**src/rtl/lrt_pkg.sv**
```systemverilog
package lrt_pkg;
  typedef enum logic [1:0] {
    RSP_ACCEPT = 2'd0,
    RSP_FULL   = 2'd1,
    RSP_ALIAS  = 2'd2
  } rsp_e;

  typedef enum logic [1:0] {
    K_LOAD    = 2'd0,
    K_STORE   = 2'd1,
    K_LOCK_RD = 2'd2,
    K_LOCK_WR = 2'd3
  } kind_e;
endpackage

```
**src/rtl/lrt_cam.sv**
```systemverilog
module lrt_cam #(
  parameter int DEPTH  = 4,
  parameter int TAG_W  = 6,
  parameter int TS_W   = 16,
  parameter int THRESH = 200,
  localparam int OCC_W = $clog2(DEPTH + 1)
) (
  input  logic             clk,
  input  logic             rst,
  input  logic             ins_en,
  input  logic [TAG_W-1:0] ins_tag,
  input  logic [1:0]       ins_kind,
  input  logic [TS_W-1:0]  now,
  input  logic [TAG_W-1:0] look_tag,
  output logic             look_hit,
  input  logic             rm_en,
  input  logic [TAG_W-1:0] rm_tag,
  output logic             rm_hit,
  output logic [1:0]       rm_kind,
  output logic [OCC_W-1:0] occ,
  output logic             aged
);
  localparam int IDX_W = (DEPTH > 1) ? $clog2(DEPTH) : 1;

  logic [DEPTH-1:0] vld;
  logic [TAG_W-1:0] tag_r  [DEPTH];
  logic [1:0]       kind_r [DEPTH];
  logic [TS_W-1:0]  ts_r   [DEPTH];

  logic [DEPTH-1:0] look_vec, rm_vec, age_vec;
  logic [IDX_W-1:0] free_idx;
  logic             have_free;

  always_comb begin
    free_idx  = '0;
    have_free = 1'b0;
    for (int i = DEPTH - 1; i >= 0; i--) begin
      if (!vld[i]) begin
        free_idx  = IDX_W'(i);
        have_free = 1'b1;
      end
    end
  end

  always_comb begin
    rm_kind = '0;
    occ     = '0;
    for (int i = 0; i < DEPTH; i++) begin
      if (rm_vec[i]) rm_kind = rm_kind | kind_r[i];
      occ = occ + OCC_W'(vld[i]);
    end
  end

  assign look_hit = |look_vec;
  assign rm_hit   = |rm_vec;
  assign aged     = |age_vec;

  genvar g;
  generate
    for (g = 0; g < DEPTH; g++) begin : g_slot
      logic [TS_W-1:0] age;
      assign age         = now - ts_r[g];
      assign look_vec[g] = vld[g] && (tag_r[g] == look_tag);
      assign rm_vec[g]   = vld[g] && (tag_r[g] == rm_tag);
      assign age_vec[g]  = vld[g] && (age >= TS_W'(THRESH));

      always_ff @(posedge clk) begin
        if (rst) begin
          vld[g]    <= 1'b0;
          tag_r[g]  <= '0;
          kind_r[g] <= '0;
          ts_r[g]   <= '0;
        end else begin
          if (rm_en && rm_vec[g]) vld[g] <= 1'b0;
          if (ins_en && have_free && (free_idx == IDX_W'(g))) begin
            vld[g]    <= 1'b1;
            tag_r[g]  <= ins_tag;
            kind_r[g] <= ins_kind;
            ts_r[g]   <= now;
          end
        end
      end
    end
  endgenerate

  // a line is never held twice in one table
  uniq_line_chk: assert property (@(posedge clk) disable iff (rst)
    $onehot0(look_vec));

  // an insert always finds a free slot
  ins_room_chk: assert property (@(posedge clk) disable iff (rst)
    ins_en |-> have_free);
endmodule

```
**src/rtl/line_req_tracker.sv**
```systemverilog
module line_req_tracker
  import lrt_pkg::*;
#(
  parameter int ADDR_W  = 16,
  parameter int OFFS_W  = 6,
  parameter int MAX_OUT = 8,
  parameter int THRESH  = 500,
  parameter int CNT_W   = 16,
  parameter int TS_W    = 16,
  localparam int CW     = $clog2(MAX_OUT + 1)
) (
  input  logic              clk,
  input  logic              rst,
  input  logic              req_valid,
  input  logic [1:0]        req_kind,
  input  logic [ADDR_W-1:0] req_addr,
  input  logic              cpl_valid,
  input  logic              cpl_write,
  input  logic [ADDR_W-1:0] cpl_addr,
  output logic              rsp_valid,
  output logic [1:0]        rsp_status,
  output logic              cpl_err,
  output logic [CW-1:0]     outstanding,
  output logic [CNT_W-1:0]  alias_st_ld,
  output logic [CNT_W-1:0]  alias_st_st,
  output logic [CNT_W-1:0]  alias_ld_ld,
  output logic [CNT_W-1:0]  alias_ld_st,
  output logic              deadlock
);
  localparam int LINE_W = ADDR_W - OFFS_W;

  logic [LINE_W-1:0] req_line, cpl_line, lock_line_q;
  logic              lock_vld_q;
  logic [TS_W-1:0]   now_q;
  logic [CW-1:0]     count_q, rd_occ, wr_occ;
  logic              rd_look_hit, wr_look_hit, rd_rm_hit, wr_rm_hit;
  logic              rd_aged, wr_aged;
  logic [1:0]        rd_rm_kind, wr_rm_kind;
  logic              is_st, full_c, lock_blk, passed, accept, cpl_ok;
  logic              ins_rd, ins_wr, rm_rd, rm_wr;

  assign req_line = req_addr[ADDR_W-1:OFFS_W];
  assign cpl_line = cpl_addr[ADDR_W-1:OFFS_W];
  assign is_st    = (req_kind != K_LOAD);
  assign full_c   = (count_q >= CW'(MAX_OUT));
  assign lock_blk = lock_vld_q && (lock_line_q == req_line) && (req_kind != K_LOCK_WR);
  assign passed   = req_valid && !full_c && !lock_blk;
  assign accept   = passed && !rd_look_hit && !wr_look_hit;
  assign ins_rd   = accept && !is_st;
  assign ins_wr   = accept && is_st;
  assign rm_rd    = cpl_valid && !cpl_write;
  assign rm_wr    = cpl_valid && cpl_write;
  assign cpl_ok   = cpl_write ? (rm_wr && wr_rm_hit) : (rm_rd && rd_rm_hit);

  lrt_cam #(.DEPTH(MAX_OUT), .TAG_W(LINE_W), .TS_W(TS_W), .THRESH(THRESH)) u_rd_cam (
    .clk(clk), .rst(rst), .ins_en(ins_rd), .ins_tag(req_line), .ins_kind(req_kind),
    .now(now_q), .look_tag(req_line), .look_hit(rd_look_hit), .rm_en(rm_rd),
    .rm_tag(cpl_line), .rm_hit(rd_rm_hit), .rm_kind(rd_rm_kind), .occ(rd_occ),
    .aged(rd_aged));

  lrt_cam #(.DEPTH(MAX_OUT), .TAG_W(LINE_W), .TS_W(TS_W), .THRESH(THRESH)) u_wr_cam (
    .clk(clk), .rst(rst), .ins_en(ins_wr), .ins_tag(req_line), .ins_kind(req_kind),
    .now(now_q), .look_tag(req_line), .look_hit(wr_look_hit), .rm_en(rm_wr),
    .rm_tag(cpl_line), .rm_hit(wr_rm_hit), .rm_kind(wr_rm_kind), .occ(wr_occ),
    .aged(wr_aged));

  // Result, count, timebase and deadlock latch
  always_ff @(posedge clk) begin
    if (rst) begin
      rsp_valid  <= 1'b0;
      rsp_status <= RSP_ACCEPT;
      cpl_err    <= 1'b0;
      count_q    <= '0;
      now_q      <= '0;
      deadlock   <= 1'b0;
    end else begin
      rsp_valid <= req_valid;
      if (full_c)      rsp_status <= RSP_FULL;
      else if (accept) rsp_status <= RSP_ACCEPT;
      else             rsp_status <= RSP_ALIAS;
      cpl_err  <= cpl_valid && !cpl_ok;
      count_q  <= count_q + CW'(accept) - CW'(cpl_ok);
      now_q    <= now_q + 1'b1;
      deadlock <= deadlock | rd_aged | wr_aged;
    end
  end

  // Line lock held between a locked read and its locked write
  always_ff @(posedge clk) begin
    if (rst) begin
      lock_vld_q  <= 1'b0;
      lock_line_q <= '0;
    end else if (cpl_ok && cpl_write) begin
      if (wr_rm_kind == K_LOCK_RD) begin
        lock_vld_q  <= 1'b1;
        lock_line_q <= cpl_line;
      end else if (wr_rm_kind == K_LOCK_WR && lock_line_q == cpl_line) begin
        lock_vld_q <= 1'b0;
      end
    end
  end

  // Alias event counters
  always_ff @(posedge clk) begin
    if (rst) begin
      alias_st_ld <= '0;
      alias_st_st <= '0;
      alias_ld_ld <= '0;
      alias_ld_st <= '0;
    end else if (passed) begin
      if (is_st) begin
        if (rd_look_hit)      alias_st_ld <= alias_st_ld + 1'b1;
        else if (wr_look_hit) alias_st_st <= alias_st_st + 1'b1;
      end else begin
        if (wr_look_hit)      alias_ld_st <= alias_ld_st + 1'b1;
        else if (rd_look_hit) alias_ld_ld <= alias_ld_ld + 1'b1;
      end
    end
  end

  assign outstanding = count_q;


  full_first_chk: assert property (@(posedge clk) disable iff (rst)
    (req_valid && count_q == CW'(MAX_OUT)) |=> (rsp_status == RSP_FULL));


  occ_sum_chk: assert property (@(posedge clk) disable iff (rst)
    count_q == rd_occ + wr_occ);


  no_overflow_chk: assert property (@(posedge clk) disable iff (rst)
    count_q <= CW'(MAX_OUT));


  bad_cpl_chk: assert property (@(posedge clk) disable iff (rst)
    (cpl_valid && !cpl_ok && !accept) |=> $stable(count_q));


  dl_sticky_chk: assert property (@(posedge clk) disable iff (rst)
    deadlock |=> deadlock);
endmodule

```
**config.mk**
```make
export PLATFORM = sky130hd
export DESIGN_NAME = line_req_tracker
export DESIGN_NICKNAME = d
export VERILOG_FILES = /design/src/rtl/lrt_pkg.sv /design/src/rtl/lrt_cam.sv /design/src/rtl/line_req_tracker.sv
export SDC_FILE = /design/constraint.sdc
export NUM_CORES = 2
export LEC_CHECK = 0
export BUFFER_PORTS_ARGS = -buffer_cell sky130_fd_sc_hd__buf_4
export CELL_PAD_IN_SITES_DETAIL_PLACEMENT = 1
export CELL_PAD_IN_SITES_GLOBAL_PLACEMENT = 1
export CORE_MARGIN = 1
export CORE_UTILIZATION = 54
export DETAILED_ROUTE_END_ITERATION = 12
export PLACE_DENSITY_LB_ADDON = 0.1
export SLEW_MARGIN = 0
export SYNTH_ARGS = -nofsm -noshare
export SYNTH_HDL_FRONTEND = slang
export SYNTH_SLANG_ARGS = --single-unit
```
**constraint.sdc**
```tcl
create_clock -name clk -period 13.9 [get_ports clk]
set_input_delay 3.475 -clock clk [delete_from_list [all_inputs] [get_ports clk]]
set_output_delay 3.475 -clock clk [all_outputs]
set_load 0.01 [all_outputs]
```
**After elaboration in Yosys (flattened, before gate mapping)**

Memories as Yosys holds them, arrays and structs flattened.
Cells that the tools add are included.

- Flip-flop bits (word level): 116
- Memory bits (writable): 432
- Input bits: 39
- Memories kept: 5

Memories:

| name | depth | bits a word | rd ports | clocked after memory_dff | wr ports | RTL line | source |
|---|---|---|---|---|---|---|---|
| u_rd_cam.ts_r | 8 | 16 | 8 | 0 | 8 | lrt_cam.sv:28 | `logic [TS_W-1:0] ts_r [DEPTH];` |
| u_wr_cam.ts_r | 8 | 16 | 8 | 0 | 8 | lrt_cam.sv:28 |  |
| u_rd_cam.tag_r | 8 | 10 | 8 | 0 | 8 | lrt_cam.sv:26 | `logic [TAG_W-1:0] tag_r [DEPTH];` |
| u_wr_cam.tag_r | 8 | 10 | 8 | 0 | 8 | lrt_cam.sv:26 |  |
| u_wr_cam.kind_r | 8 | 2 | 8 | 0 | 8 | lrt_cam.sv:27 | `logic [1:0] kind_r [DEPTH];` |

- Add/sub/neg operators: 23
- $lt $le $gt $ge: 17
- Eq/ne operators: 51
- Multiplexer cells: 167
- Bitwise gates (word level): 52
- Reductions and logical operators: 137

Operator list:

| cell | number |
|---|---|
| == test 10 bit | 34 |
| greater-or-equal comparator 16 x 9 -> 1 bit, second input constant | 16 |
| 2-to-1 mux 16 bit | 16 |
| subtractor 16 bit | 16 |
| 2-to-1 mux 10 bit | 16 |
| 2-to-1 mux 1 bit | 102 |
| logical AND 1 bit | 97 |
| adder 16 x 1 -> 16 bit, second input constant | 5 |
| 2-to-1 mux 3 bit | 16 |
| OR reduction 8 bit | 6 |
| OR 1 bit | 42 |
| nonzero test 2 bit | 18 |
| 2-to-1 mux 2 bit | 17 |
| == test 3 bit, second input constant | 8 |
| OR 2 bit | 7 |
| == test 3 x 2 -> 1 bit, second input constant | 4 |
| AND reduction 4 bit | 2 |
| logical NOT 1 bit | 7 |
| == test 3 x 1 -> 1 bit, second input constant | 2 |
| logical NOT 3 bit | 2 |
| AND reduction 3 bit | 2 |
| adder 4 x 1 -> 4 bit | 1 |
| == test 2 bit, second input constant | 2 |
| greater-or-equal comparator 4 bit, second input constant | 1 |
| 5 further kinds | 8 |

**Depth between registers and ports, before layout**

An unclocked memory read counts as a cell.

- Depth after elaboration: 22
- Gate-level depth with buffers: 16

**Modules after synthesis**

Synthesis repeated with hierarchy kept, for this count alone.

- Cell total of the unflattened synthesis: 4174
- Area total of the unflattened synthesis: 39785.7 um^2

By module, submodules not included:

| module | times used | cells an instance | area an instance (um^2) | seq. area each (um^2) |
|---|---|---|---|---|
| lrt_cam (u_wr_cam) | 1 | 1798 | 17409.2 | 6886.6 |
| lrt_cam (u_rd_cam) | 1 | 1771 | 17227.8 | 6886.6 |
| line_req_tracker | 1 | 605 | 5148.7 | 2001.9 |

**Worst setup path after synthesis**

OpenSTA, ideal clock, no wires.

- Path type: input-to-reg
- Start point: input req_addr[6]
- End point: memory u_wr_cam.kind_r[2][0], in the netlist u_wr_cam.kind_r[0][4] (enable)
- Arrival: 7.270 ns
- Required time: 13.448 ns
- Path slack: 6.178 ns
- Stages: 11
- Path buffers: 3
- Path through: buf_4 buf_8 xnor2_1 nand4_1 nor3_1 nor4_1 nand3_1 nor3_4 nand3_2 clkbuf_1 o21ai_0

RTL lines:

| what | RTL line | source |
|---|---|---|
| start: declaration | line_req_tracker.sv:16 | `input logic [ADDR_W-1:0] req_addr,` |
| end: declaration | lrt_cam.sv:27 |  |

==> results.ini <==
[status]
outcome=finished clean

[timing]
tns_ns=0
relSlewSlack_pct=22.3
layout_min_cycle_time_ns=7.75
worst_pin_slew_ns=1.16
hold_violations=0
fin_crit_sh_pct=55.8
timing.hold.ws_ns=0.487
timing.fmax_mhz=129
fin_skew_ns=0.0457
setup_viol=0
grt_setup_unrepaired=false
finalMaxSlewViolations=0

[cells_and_area]
diodes=0
layout-drive-gt1-share_pct=8.16
final-seq-area_mm2=0.0153
stdcell_area_mm2=0.0429
fill_cells=8047
area_growth_pct=9.73
multiInputGateArea_mm2=0.0219
nets=4472
utilization_pct=59.9

[detailed_routing]
ant_nets=0
drt_iter0_drc=2064
wirelength_um=119000
vias_per_cell=6.16
wl_per_cell_um=23.0
vias=31840
dr.pass1.iters=5
post-route-drc-count=0

[grt]
overflow=0
grt_max_degree=75
track_usage_pct=31.9
grt_pass1_wl_um=185000
grt_pass1_vias=32951
antenna_found_initial=2

[worst_setup_path]
end_kind=register
max_stage_delay_ns=1.02
critPathLaunchType=input pin
worstPathArrival_ns=8.24
reg2reg_depth=14
crit_fanout=33
critPathSlowestCell=nor2_1
crit_top_cell=buf_4
path_cells=buf_4 -> xnor2_1 -> nand4_1 -> nor3_1 -> nor4_1 -> nand3_1 -> nor3_4 -> nand3_2 -> nor2_1 -> buf_4 -> and2_1
cp_data_required_time_ns=14.38
critPathKind=input pin to register

[logic_synthesis]
synth_seq_cells=548
avgSynthCellArea_um2=9.45
synth_compound_area_share_pct=13.8
ys_types=92
synth_top_family_by_area=simple AND/OR/NAND/NOR gates
yosys-top-cells-count=edfxtp_1, and2_1, xnor2_1, inv_1, nor2_1
synth_fp_nets=4443
yosys.cell_count.top_type=edfxtp_1
synth_fa_ha_area_share_pct=8.87
synthMuxAreaShare_pct=1.17
synth_edf_count=432
synth_largest_area_cell=edfxtp_1
async_reset_ff_share_pct=0
synth_simple_gate_area_share_pct=20.5
netlist_top_cells_area=edfxtp_1, xnor2_1, ha_1
synth_xor_area_share_pct=11.1
syn_area_mm2=0.0391
synth-seq-area-share_pct=39.1
synthFlopType=edfxtp_1
synth_warnings=0
netlist_instances=4137
synth.top_cell.area_share_pct=33.2

[die]
dieArea_mm2=0.0735
die_h_um=271
core_mm2=0.0716
fp.dieW_um=271
top_level_ports=112
fp-row-count=98
initial_core_util_pct=54.6

[place]
hpwl_um=79500
dpl_cell_area_mm2=0.0407
routabilityCongestion=0.897
io_buffers=99

[clock_tree]
clock_path_buffers=3
clock_latency_ns=0.65
clock-sinks=548
cts_tree=yes
path_clk_slew_ns=0.06
h-tree-depth=3
cts_resized=0
cts_made_buffers=66
ctsHoldBuffers=0
clk_root_buffer_cell=clkbuf_16
post_cts_buffers=0

[min_path]
holdCritPathClass=register to register
whs_path_depth=2

[pwr]
power_density_mw_per_mm2=99.9
p_sw_share_pct=27.7
netSwitchingPower_mw=1.19
internal_power_mw=3.10
p_comb_share_pct=14.5
p_seq_share_pct=44.0
clock_power_share_pct=41.5
leakagePower_nw=16.7
ir_drop_mv=0.185
fin_total_pwr_mw=4.29

[job]
maxCapViolations=0

final timing paths:
check / slack, ns / start / end
worst max-delay path: 6.15 / req_addr[7] / u_wr_cam.ts_r[0][37]$_SDFFCE_PN0P_
worst min-delay path: 0.49 / lock_vld_q$_SDFFE_PP0P_ / lock_vld_q$_SDFFE_PP0P_
worst max register to register: 8.83 / now_q[0]$_SDFF_PP0_ / deadlock$_SDFF_PP0_
worst min register to register: 0.49 / lock_vld_q$_SDFFE_PP0P_ / lock_vld_q$_SDFFE_PP0P_
stage by stage:
stage / instances / setup WS, ns
3_5_place_dp: 5048 / 5.63
3_3_place_gp: 5048 / 5.72
5_1_grt: 5166 / 6.09
6_report: 5166 / 6.15
2_1_floorplan: 4137 / 6.18
4_1_cts: 5166 / 6.21
worst max-delay path, delay by kind of cell:
| family | cells | cell delay (ns) |
|---|---|---|
| AND/OR/NAND/NOR | 8 | 3.72 |
| XOR/XNOR | 1 | 0.16 |
| buffers and inverters | 2 | 0.84 |
cells by family after synthesis:
logic type | count (synthesis)
AOI/OAI and AO/OA | 801
xor gates and xnor gates | 497
adders and majority gates | 267
buffers and inverters | 516
DFF | 548
muxes | 45
and+or+nand+nor | 1463
cells in the final DEF, fill, tap and decap left out, types with 33 or more instances in the layout:
cell / count
xnor2_1: 377
buf_4: 149
clkbuf_16: 66
and2_1: 410
nand2_1: 164
a211oi_1: 33
nor2b_1: 59
o21a_1: 46
nor2_1: 246
o21ai_0: 150
and3_1: 34
a21oi_1: 187
ha_1: 250
nor4_1: 34
xor2_1: 120
nor3_1: 140
mux2i_1: 38
nand2b_1: 37
edfxtp_1: 432
nand3_1: 123
nand4_1: 101
inv_1: 326
a21o_1: 42
dfxtp_1: 101
registers in the layout, indices dropped and copies added, names as in the netlist, 80 cells and up:
name and cells:
u_wr_cam.ts_r 128, u_rd_cam.tag_r 80, u_wr_cam.tag_r 80, u_rd_cam.ts_r 128
area by class of cell:
cell class | count | share of cell area (%)
multi-input combinational | 3073 | 51.0
sequential | 548 | 35.7
clock buffer | 90 | 4.17
inverter | 328 | 2.87
tap | 950 | 2.77
timing repair buffer | 149 | 2.61
clock inverter | 28 | 0.895
power by group through the flow:
stage	clock network [mW]	logic, mW	registers, mW
global placement	0	0.585	1.92
detailed placement	0	0.608	1.92
global route	1.85	0.676	1.89
finish	1.78	0.620	1.89
floorplan	0	0.432	1.92
CTS	1.80	0.618	1.89
metal layers:
metal  track usage, %  routed length, um
met1             41.1              50900
met2             54.4              56600
met3             3.99               6320
met4             13.0               4970
met5                0                 19
No activity file was read; power rests on OpenSTA's default activity.
